## config.mk

```make
export PLATFORM = sky130hd
export DESIGN_NAME = protect_ctrl
export DESIGN_NICKNAME = d
export VERILOG_FILES = /design/src/rtl/prot_pkg.sv /design/src/rtl/prot_seq.sv /design/src/rtl/prot_nvbits.sv /design/src/rtl/prot_decode.sv /design/src/rtl/protect_ctrl.sv
export SDC_FILE = /design/constraint.sdc
export NUM_CORES = 1
export LEC_CHECK = 0
export BUFFER_PORTS_ARGS = -buffer_cell sky130_fd_sc_hd__buf_2
export CAP_MARGIN = 30
export CORE_MARGIN = 2
export CORE_UTILIZATION = 41
export DETAILED_ROUTE_END_ITERATION = 12
export HOLD_SLACK_MARGIN = 0.03
export PLACE_DENSITY_LB_ADDON = 0.15
export SLEW_MARGIN = 0
export SYNTH_ARGS = -nofsm -noshare
export SYNTH_HDL_FRONTEND = slang
export SYNTH_SLANG_ARGS = --single-unit
```

## constraint.sdc

```tcl
create_clock -name clk -period 1.8 [get_ports clk]
set_input_delay 0.09 -clock clk [delete_from_list [all_inputs] [get_ports clk]]
set_output_delay 0.09 -clock clk [all_outputs]
set_load 0.1 [all_outputs]
```

## src/rtl/prot_pkg.sv

```systemverilog
package prot_pkg;
    typedef enum logic [0:0] {ST_IDLE, ST_PEND} seq_state_t;

    typedef struct packed {
        logic       lock_en;
        logic [1:0] blk_sel;
    } nv_bits_t;

    localparam logic [7:0] RSV_MASK     = 8'h61;
    localparam logic [7:0] BYTE_DISARM  = 8'h00;
    localparam logic [7:0] BYTE_ARM     = 8'h02;
    localparam logic [7:0] BYTE_UNLOCK  = 8'h06;
    localparam int         POS_LOCK_EN  = 7;
    localparam int         POS_BLK_HI   = 4;
    localparam int         POS_BLK_LO   = 3;
    localparam int         POS_UNLOCK   = 2;
    localparam int         POS_ARM      = 1;
endpackage

```

## src/rtl/prot_seq.sv

```systemverilog
module prot_seq
    import prot_pkg::*;
#(
    parameter int DATA_W = 8
) (
    input  logic              clk,
    input  logic              rst_n,
    input  logic              reg_wr_valid,
    input  logic [DATA_W-1:0] reg_wr_data,
    input  logic              bus_start,
    input  logic              bus_stop,
    input  logic              arr_nv_start,
    input  logic              hw_prot,
    output logic              arm_q,
    output logic              unl_q,
    output logic              nv_we,
    output nv_bits_t          nv_wdata,
    output logic              nv_cycle_q
);
    seq_state_t        state_q, state_d;
    logic [DATA_W-1:0] pend_q, pend_d;
    logic              arm_d, unl_d;
    logic              legal_byte, apply;

    assign legal_byte = reg_wr_valid && ((reg_wr_data & RSV_MASK) == '0);
    assign apply      = (state_q == ST_PEND) && bus_stop;

    // next-state process
    always_comb begin
        state_d = state_q;
        pend_d  = pend_q;
        unique case (state_q)
            ST_IDLE: begin
                if (legal_byte) begin
                    state_d = ST_PEND;
                    pend_d  = reg_wr_data;
                end
            end
            ST_PEND: begin
                if (bus_stop || bus_start) begin
                    state_d = ST_IDLE;
                end else if (legal_byte) begin
                    pend_d = reg_wr_data;
                end
            end
            default: state_d = ST_IDLE;
        endcase
    end

    // output / latch-update process
    always_comb begin
        arm_d    = arm_q;
        unl_d    = unl_q;
        nv_we    = 1'b0;
        nv_wdata = '{lock_en: pend_q[POS_LOCK_EN],
                     blk_sel: pend_q[POS_BLK_HI:POS_BLK_LO]};
        if (apply) begin
            if (!unl_q) begin
                if (pend_q == BYTE_DISARM) begin
                    arm_d = 1'b0;
                end else if (pend_q == BYTE_ARM) begin
                    arm_d = 1'b1;
                end else if (pend_q == BYTE_UNLOCK && arm_q) begin
                    unl_d = 1'b1;
                end
            end else if (!pend_q[POS_UNLOCK] && pend_q[POS_ARM] && !hw_prot) begin
                nv_we = 1'b1;
                unl_d = 1'b0;
            end
        end
        if (arr_nv_start) begin
            unl_d = 1'b0;
        end
    end

    // state register
    always_ff @(posedge clk or negedge rst_n) begin
        if (!rst_n) begin
            state_q    <= ST_IDLE;
            pend_q     <= '0;
            arm_q      <= 1'b0;
            unl_q      <= 1'b0;
            nv_cycle_q <= 1'b0;
        end else begin
            state_q    <= state_d;
            pend_q     <= pend_d;
            arm_q      <= arm_d;
            unl_q      <= unl_d;
            nv_cycle_q <= nv_we;
        end
    end


    unlock_needs_arm_chk: assert property (@(posedge clk) disable iff (!rst_n)
        unl_q |-> arm_q);


    nv_cycle_after_unlock_chk: assert property (@(posedge clk) disable iff (!rst_n)
        nv_cycle_q |-> (!unl_q && $past(unl_q)));


    array_clears_unlock_chk: assert property (@(posedge clk) disable iff (!rst_n)
        arr_nv_start |=> !unl_q);


    disarm_applied_chk: assert property (@(posedge clk) disable iff (!rst_n)
        (apply && !unl_q && pend_q == BYTE_DISARM) |=> !arm_q);
endmodule

```

## src/rtl/prot_nvbits.sv

```systemverilog
module prot_nvbits
    import prot_pkg::*;
(
    input  logic     clk,
    input  logic     rst_n,
    input  logic     nv_we,
    input  nv_bits_t nv_wdata,
    input  logic     hw_prot,
    output nv_bits_t nv_q
);
    // persistent cells: no reset by design
    always_ff @(posedge clk) begin
        if (nv_we) begin
            nv_q <= nv_wdata;
        end
    end


    guarded_bits_stable_chk: assert property (@(posedge clk) disable iff (!rst_n)
        hw_prot |=> $stable(nv_q));
endmodule

```

## src/rtl/prot_decode.sv

```systemverilog
module prot_decode #(
    parameter int ADDR_W = 14
) (
    input  logic [ADDR_W-1:0] chk_addr,
    input  logic [1:0]        blk_sel,
    input  logic              arm,
    output logic              arr_ack,
    output logic              arr_commit
);
    localparam int TOP = ADDR_W - 1;

    logic locked;

    always_comb begin
        unique case (blk_sel)
            2'b00: locked = 1'b0;
            2'b01: locked = chk_addr[TOP] && chk_addr[TOP-1];
            2'b10: locked = chk_addr[TOP];
            2'b11: locked = 1'b1;
            default: locked = 1'b1;
        endcase
    end

    assign arr_ack    = arm;
    assign arr_commit = arm && !locked;


    always_comb begin
        full_lock_chk: assert (!(blk_sel == 2'b11 && arr_commit));
    end
endmodule

```

## src/rtl/protect_ctrl.sv

```systemverilog
module protect_ctrl
    import prot_pkg::*;
#(
    parameter int ADDR_W = 14,
    parameter int DATA_W = 8
) (
    input  logic              clk,
    input  logic              rst_n,
    input  logic              reg_wr_valid,
    input  logic [DATA_W-1:0] reg_wr_data,
    input  logic              bus_start,
    input  logic              bus_stop,
    input  logic              arr_nv_start,
    input  logic              guard_pin,
    input  logic [ADDR_W-1:0] chk_addr,
    output logic              arr_ack,
    output logic              arr_commit,
    output logic              nv_cycle,
    output logic [DATA_W-1:0] rd_byte
);
    logic     arm_q, unl_q, nv_we, hw_prot;
    nv_bits_t nv_wdata, nv_q;

    assign hw_prot = guard_pin && nv_q.lock_en;

    prot_seq #(.DATA_W(DATA_W)) u_seq (
        .clk         (clk),
        .rst_n       (rst_n),
        .reg_wr_valid(reg_wr_valid),
        .reg_wr_data (reg_wr_data),
        .bus_start   (bus_start),
        .bus_stop    (bus_stop),
        .arr_nv_start(arr_nv_start),
        .hw_prot     (hw_prot),
        .arm_q       (arm_q),
        .unl_q       (unl_q),
        .nv_we       (nv_we),
        .nv_wdata    (nv_wdata),
        .nv_cycle_q  (nv_cycle)
    );

    prot_nvbits u_nv (
        .clk     (clk),
        .rst_n   (rst_n),
        .nv_we   (nv_we),
        .nv_wdata(nv_wdata),
        .hw_prot (hw_prot),
        .nv_q    (nv_q)
    );

    prot_decode #(.ADDR_W(ADDR_W)) u_dec (
        .chk_addr  (chk_addr),
        .blk_sel   (nv_q.blk_sel),
        .arm       (arm_q),
        .arr_ack   (arr_ack),
        .arr_commit(arr_commit)
    );

    always_comb begin
        rd_byte              = '0;
        rd_byte[POS_LOCK_EN] = nv_q.lock_en;
        rd_byte[POS_BLK_HI]  = nv_q.blk_sel[1];
        rd_byte[POS_BLK_LO]  = nv_q.blk_sel[0];
        rd_byte[POS_UNLOCK]  = unl_q;
        rd_byte[POS_ARM]     = arm_q;
    end


    no_commit_when_guarded_chk: assert property (@(posedge clk) disable iff (!rst_n)
        hw_prot |=> !nv_cycle);
endmodule

```

==> results of run 1 <==
registers in the layout, indices dropped and copies added, names as in the netlist:
| name | cells |
|---|---|
| u_seq.nv_cycle_q | 1 |
| u_nv.nv_q | 3 |
| u_seq.unl_q | 1 |
| u_seq.state_q | 1 |
| u_seq.pend_q | 8 |
| u_seq.arm_q | 1 |
power groups by stage:
stage               combinational [uW]  sequential, uW  clock, uW
finish                             221             411        187
floorplan                          154             442          0
global route                       232             415        210
detailed placement                 216             418          0
CTS                                223             411        197
global placement                   212             415          0
worst paths after layout:
check | from | cells past startpoint | slack, ns | endpoint
worst max register to register | u_seq.pend_q[7]$_DFFE_PN0P_ | 3 | 0.37 | u_seq.arm_q$_DFFE_PN0P_
max in group asynchronous | rst_n | 2 | 1.36 | u_seq.arm_q$_DFFE_PN0P_
worst min-delay path | reg_wr_data[2] | 2 | 0.04 | u_seq.pend_q[2]$_DFFE_PN0P_
min in group asynchronous | rst_n | 2 | 0.21 | u_seq.pend_q[7]$_DFFE_PN0P_
worst min register to register | u_seq.pend_q[4]$_DFFE_PN0P_ | 0 | 0.50 | u_nv.nv_q[1]$_DFFE_PP_
worst max-delay path | u_nv.nv_q[1]$_DFFE_PP_ | 3 | 0.26 | arr_commit
cell type report:
class	instances	area (um^2)
Multi-Input combinational cell	32	246
Clock buffer	4	26.3
Tap cell	16	20.0
Timing Repair Buffer	29	168
Fill cell	143	672
Sequential cell	15	392
logic make-up (layout without fill, tap and decap cells):
family / after synthesis / count (layout) / synth area share
compound gates: 6 / 6 / 0.0544
buf+inv: 6 / 33 / 0.0732
flops: 15 / 15 / 0.585
mux: 6 / 6 / 0.129
other cells: 1 / 3 / 0.00562
simple gates: 17 / 17 / 0.152
routing by layer:
layer,GRT usage,part of all wire
met1,0.150,0.44
met2,0.235,0.50
met3,0.0367,0.067
met4,0.0545,0
met5,0,0
metrics by stage:
stage | setup slack, ns | instance area, um^2 | instances | hold slack [ns] | utilization
3_3_place_gp | 0.248 | 786 | 88 | -0.0166 | 0.516
2_1_floorplan | 0.0356 | 687 | 53 | -0.206 | -
5_1_grt | 0.208 | 852 | 96 | 0.0338 | 0.559
4_1_cts | 0.234 | 852 | 96 | 0.0373 | 0.559
6_report | 0.255 | 852 | 96 | 0.0430 | 0.559
3_5_place_dp | 0.231 | 786 | 88 | -0.0194 | 0.516
Yosys cell counts, types with 2 or more instances:
library cell	count	area [um^2]
mux2_4	5	75.1
and2_2	3	22.5
o21ai_0	2	10.0
nand2_1	4	15.0
edfxtp_1	3	90.1
buf_4	5	37.5
nor2_1	2	7.51
dfrtp_1	12	300
==> out/metrics.cfg, run 1 <==
[power]
peakVddDrop_mv = 0.622
p_clk_frac = 0.229
swShare = 0.342
power_frac_seq = 0.502
p_per_area_mw_per_mm2 = 961
p_leak_uw = 0.000431
switchingPower_uw = 280
internal_power_uw = 538
combPwrFrac = 0.270
power_uw = 819

[floorplanning]
core_area_mm2 = 0.00152
rows = 14
initial_utilization = 0.438
die_h_um = 44.3
dieArea_mm2 = 0.00197
die_width_um = 44.3
ios = 40

[yosys]
synth_cell_types = 23
ys_async_sr_fraction = 0.800
synth-seq-area-share = 0.585
syn_area_um2 = 667
synthFlopType = dfrtp_1
avgSynthCellArea_um2 = 13.1
syn_inst = 51
synth_edf_count = 3
yosysWarningCount = 0
synth_seq_cells = 15

[route]
drt-pass1-iter-count = 4
antenna_left = 0
routedWlPerCell_um = 11.9
dr_total_vias = 474
routed_wirelength_um = 1140
viasPerCell = 4.94
drcViolationCount = 0
first_iter_violations = 6

[timing]
finalSetupTns_ns = 0
finClkSkew_ns = 0.00369
rsz0062_at_grt = no
fin_crit_ns = 1.54
post-route-period-util = 0.858
final-setup-viol-count = 0
hold_viol = 0
clock.fmax_ghz = 0.647
slew_viol_final = 0

[setup_path]
crit_family = buffers and inverters
worstPathMaxFanout = 3
cp_cell_sequence = a21o_1, a21oi_4, buf_2
worst_setup_path_end_kind = output port
cp-start-kind = register
critPathSlowestCell = buf_2
crit_path_max_incr_delay_ns = 0.43
crit_buf_inv = 1
crit_arrival_ns = 1.45
worstSetupPathType = register to output port
worstPathRequired_ns = 1.71

[global_routing]
track_usage = 0.133
grt_first_pass_wirelength_um = 1870
antenna_found_initial = 0
grt_max_degree = 13
grt_pass1_vias = 460
grt_remaining_overflow = 0

[worst_hold_path]
hold_class = primary input to register

[final_layout]
area_delta_synth_final_pct = 27.8
fin_nets = 110
layout_commonest_cell = buf_2
drive_gt1_frac = 0.488
layout_common_cells = 24 x buf_2, 11 x dfrtp_1, 5 x mux2_4
n_antenna_cell = 0

[clock_network]
clock_sinks = 15
hold_buffers = 4
tritoncts = built
cts_root_buf = clkbuf_4
post-cts-setup-buffers = 0
path_clk_slew_ns = 0.09
cts_buffer_depth = 2
cts-htree-levels = 1
clock_latency_ns = 0.28
cts_resized = 0
cts_buffers = 3

[run]
maxCapViolCount = 0

[placed_design]
dp_hpwl_um = 903
globalplace.congestion = 0.657
port_buffers = 24

[run_status]
status = finished, final reports clean

Power figures use the tool's default switching activity.
==> inputs of run 2 (changes only) <==
- RECOVER_POWER: unset -> 100
==> out/metrics.cfg, run 2 (synthesized netlist as in run 1, its figures left out) <==
[clock_network]
post-cts-setup-buffers = 0
cts_buffers = 3
clock_latency_ns = 0.28
hold_buffers = 4
cts-htree-levels = 1
cts_resized = 0
cts_buffer_depth = 2
cts_root_buf = clkbuf_4
tritoncts = built
clock_sinks = 15
path_clk_slew_ns = 0.09

[floorplanning]
initial_utilization = 0.438
rows = 14
dieArea_mm2 = 0.00197
die_width_um = 44.3
core_area_mm2 = 0.00152
die_h_um = 44.3
ios = 40

[setup_path]
cp_cell_sequence = a21o_1, a21oi_4, clkbuf_2
critPathSlowestCell = clkbuf_2
worstPathRequired_ns = 1.71
worst_setup_path_end_kind = output port
crit_path_max_incr_delay_ns = 0.46
crit_buf_inv = 1
worstSetupPathType = register to output port
worstPathMaxFanout = 3
crit_family = buffers and inverters
crit_arrival_ns = 1.50
cp-start-kind = register

[run_status]
status = finished, final reports clean

[power]
power_frac_seq = 0.513
internal_power_uw = 518
power_uw = 798
combPwrFrac = 0.250
switchingPower_uw = 279
peakVddDrop_mv = 0.601
p_clk_frac = 0.237
p_leak_uw = 0.000392
p_per_area_mw_per_mm2 = 964
swShare = 0.350

[timing]
post-route-period-util = 0.882
setup_ws_ns = 0.212
whs_ns = 0.0186
hold_viol = 0
clock.fmax_ghz = 0.630
fin_crit_ns = 1.59
finalSetupTns_ns = 0
max_slew_margin = 0.233
final-setup-viol-count = 0
worstMarginPinSlew_ns = 1.16
finClkSkew_ns = 0.00390
slew_viol_final = 0
rsz0062_at_grt = no

[final_layout]
max_flop_register = u_seq.pend_q
reg.largest.list = u_seq.pend_q (8), u_nv.nv_q (3)
area_delta_synth_final_pct = 24.0
layout_commonest_cell = buf_2
design_area_um2 = 827
fin_nets = 110
layout_common_cells = 15 x buf_2, 11 x dfrtp_1, 7 x clkbuf_2
drive_gt1_frac = 0.388
n_antenna_cell = 0
largest_reg_flops = 8
nFillCells = 150

[global_routing]
antenna_found_initial = 0
grt_remaining_overflow = 0
track_usage = 0.133
grt_max_degree = 13
grt_first_pass_wirelength_um = 1870
grt_pass1_vias = 460

[route]
viasPerCell = 4.93
dr_total_vias = 473
drt-pass1-iter-count = 4
first_iter_violations = 3
antenna_left = 0
routed_wirelength_um = 1130
routedWlPerCell_um = 11.8
drcViolationCount = 0

[placed_design]
dp_slack_ns = 0.231
globalplace.congestion = 0.657
dp_hpwl_um = 903
placed_area_um2 = 786
port_buffers = 24

[worst_hold_path]
hold_class = primary input to register

[run]
maxCapViolCount = 0

run 2: power by group through the flow:
| stage | combinational (uW) | sequential (uW) | clock (uW) |
|---|---|---|---|
| after global routing | 210 | 415 | 210 |
| after CTS | 223 | 411 | 197 |
| after global placement | 212 | 415 | 0 |
| after floorplan | 154 | 442 | 0 |
| final | 200 | 409 | 189 |
| after detailed placement | 216 | 418 | 0 |
run 2: final cells by class:
cell class	instances	area, um^2	area share
Multi-Input combinational cell	32	228	0.275
Timing Repair Buffer	29	161	0.195
Clock buffer	4	26.3	0.0318
Tap cell	16	20.0	0.0242
Sequential cell	15	392	0.474
run 2: worst paths after layout:
check                           cells past startpoint                     endpoint                   startpoint  slack [ns]
worst max-delay path                                3                   arr_commit       u_nv.nv_q[1]$_DFFE_PP_        0.21
worst min-delay path                                2  u_seq.pend_q[2]$_DFFE_PN0P_               reg_wr_data[2]        0.02
worst max register to register                      3      u_seq.arm_q$_DFFE_PN0P_  u_seq.pend_q[7]$_DFFE_PN0P_        0.38
worst min register to register                      0       u_nv.nv_q[1]$_DFFE_PP_  u_seq.pend_q[4]$_DFFE_PN0P_        0.49
max in group asynchronous                           2      u_seq.arm_q$_DFFE_PN0P_                        rst_n        1.03
min in group asynchronous                           2  u_seq.pend_q[7]$_DFFE_PN0P_                        rst_n        0.33
run 2: per-stage QoR:
stage | utilization | cells
finish | 0.543 | 96
global route | 0.543 | 96
CTS | 0.559 | 96
detailed placement | 0.516 | 88
global placement | 0.516 | 88
floorplan | - | 53
run 2: layer usage:
metal / global-route usage / part of all wire / vias to the layer above
li1: - / - / 232
met1: 0.150 / 0.43 / 216
met2: 0.235 / 0.49 / 23
met3: 0.0367 / 0.073 / 2
met4: 0.0545 / 0.0097 / 0
met5: 0 / 0 / -
==> inputs of run 3 (changes only) <==
- ABC_AREA: unset -> 1
- CELL_PAD_IN_SITES_DETAIL_PLACEMENT: unset -> 2
- CELL_PAD_IN_SITES_GLOBAL_PLACEMENT: unset -> 2
- CORE_ASPECT_RATIO: unset -> 0.6
- CORE_UTILIZATION: 41 -> 22
- SLEW_MARGIN: 0 -> unset
==> out/metrics.cfg, run 3 <==
[clock_network]
clock_latency_ns = 0.25
cts_root_buf = clkbuf_8
cts_buffer_depth = 2
tritoncts = built
cts-htree-levels = 1
path_clk_slew_ns = 0.06
cts_buffers = 3
post-cts-setup-buffers = 0
clock_sinks = 15

[setup_path]
worst_setup_path_end_kind = output port
worstSetupPathType = register to output port
cp-start-kind = register
crit_family = buffers and inverters
critPathSlowestCell = clkbuf_1
r2r_setup_slack_ns = 0.49
r2r_start = u_seq.state_q$_DFF_PN0_
reg2regPathDepth = 5
crit_path_max_incr_delay_ns = 0.86
crit_arrival_ns = 1.45
cp_cell_sequence = clkbuf_1
worstPathMaxFanout = 2
worstPathRequired_ns = 1.71
crit_buf_inv = 1
critical_path.reg2reg.endpoint = u_seq.pend_q[1]$_DFFE_PN0P_

[final_layout]
layout_common_cells = 25 x nand2_1, 15 x buf_2, 12 x inv_1, 12 x nor2_1, 12 x dfrtp_1
largest_reg_flops = 8
max_flop_register = u_seq.pend_q
reg.largest.list = u_seq.pend_q (8), u_nv.nv_q (3)
multi_input_area_um2 = 228
area_delta_synth_final_pct = 26.0
postLayoutCoreUtil = 0.300
layout_commonest_cell = nand2_1
n_antenna_cell = 0
nFillCells = 388
final-instance-count-excl-fill = 153
seq_area_um2 = 390
fin_nets = 141
drive_gt1_frac = 0.234

[yosys]
yosys-top-cells-area = dfrtp_1 42%, nand2_1 13%, edfxtp_1 13%
yosysWarningCount = 0
synthFlopType = dfrtp_1
synth_largest_area_cell = dfrtp_1
synth-seq-area-share = 0.552
synth_seq_cells = 15
synth.most_common_cell = nand2_1
avgSynthCellArea_um2 = 8.32
synth_edf_count = 3
synthTopCellsByCount = 25 x nand2_1, 12 x dfrtp_1, 12 x inv_1, 11 x nor2_1, 7 x nand3_1
synth_top_area_frac = 0.425
synth_cell_types = 16
syn_area_um2 = 707
ys_async_sr_fraction = 0.800
syn_inst = 85

[power]
power_uw = 1230
peakVddDrop_mv = 0.468
combPwrFrac = 0.385
swShare = 0.452
switchingPower_uw = 557
p_per_area_mw_per_mm2 = 1380
p_leak_uw = 0.000471
internal_power_uw = 675
power_frac_seq = 0.394
p_clk_frac = 0.220

[placed_design]
dp_hpwl_um = 1480
globalplace.congestion = 0.679
dp.cells = 148
port_buffers = 24

[worst_hold_path]
hold_depth = 3
min-delay-start = reg_wr_data[3]
hold_path_end = u_seq.pend_q[3]$_DFFE_PN0P_
hold_class = primary input to register

[global_routing]
grt_first_pass_wirelength_um = 3110
grt_pass1_vias = 609
grt_max_degree = 13
antenna_found_initial = 0
track_usage = 0.115
grt_remaining_overflow = 0

[timing]
finalSetupTns_ns = 0
worstMarginPinSlew_ns = 1.17
hold_viol = 0
rsz0062_at_grt = no
post-route-period-util = 0.857
final-setup-viol-count = 0
finClkSkew_ns = 0.00153
fin_crit_ns = 1.54
slew_viol_final = 0
max_slew_margin = 0.225
whs_ns = 0.0424
clock.fmax_ghz = 0.648

[route]
routed_wirelength_um = 1810
dr_total_vias = 607
drcViolationCount = 0
first_iter_violations = 23
viasPerCell = 3.97
drt-pass1-iter-count = 2
antenna_left = 0
routedWlPerCell_um = 11.8

[floorplanning]
rows = 15
ios = 40
initial_utilization = 0.238
dieArea_mm2 = 0.00370
die_width_um = 77.2
core_area_mm2 = 0.00297
die_h_um = 47.9

[run]
maxCapViolCount = 0

[run_status]
status = finished, final reports clean

run 3: worst max path at each step:
stage                                  from         end  slack (ns)  cells after the start
floorplan           u_seq.arm_q$_DFFE_PN0P_  arr_commit         0.1                      1
detailed placement   u_nv.nv_q[0]$_DFFE_PP_  arr_commit        0.55                      3
global route         u_nv.nv_q[0]$_DFFE_PP_  arr_commit        0.17                      3
finish               u_nv.nv_q[1]$_DFFE_PP_  rd_byte[4]        0.26                      1
global placement     u_nv.nv_q[0]$_DFFE_PP_  arr_commit        0.59                      3
CTS                  u_nv.nv_q[0]$_DFFE_PP_  arr_commit        0.26                      3
run 3: cell type report:
class                      instances  share of cell area
clock buffer                       4              0.0506
inverter                          13              0.0548
multi-input combinational         54               0.256
sequential                        15               0.438
tap                               42              0.0590
timing repair buffer              25               0.142
run 3: power groups by stage:
stage | logic [uW] | clock network [uW] | registers [uW]
global placement | 482 | 0 | 496
CTS | 493 | 286 | 492
finish | 475 | 271 | 486
global route | 524 | 304 | 504
floorplan | 338 | 0 | 556
detailed placement | 490 | 0 | 498
run 3: metal layers:
metal  global-route usage  up-vias  wire (um)
met2                0.167       21        731
met1                0.154      279        925
met4               0.0321        0          0
met3               0.0566        0        149
li1                     -      307          -
met5                    0        -          0
run 3: stage by stage:
stage                     area (um^2)  setup WS, ns
after floorplan                   716        0.0973
after global placement            851         0.586
after detailed placement          851         0.548
after CTS                         906         0.265
after global routing              891         0.174
final                             891         0.257
run 3: what timing repair did:
| action | CTS | global route |
|---|---|---|
| hold endpoints to repair | 12 | 0 |
| resized for setup | 0 | 0 |
| hold buffers | 1 | 0 |
| setup endpoints to repair | 0 | 0 |
run 3: cells by family after synthesis:
family                 Yosys count  synth area share
and+or+nand+nor                 47             0.283
buffers and inverters           18             0.122
DFF                             15             0.552
AOI/OAI and AO/OA                4            0.0372
other                            1           0.00530
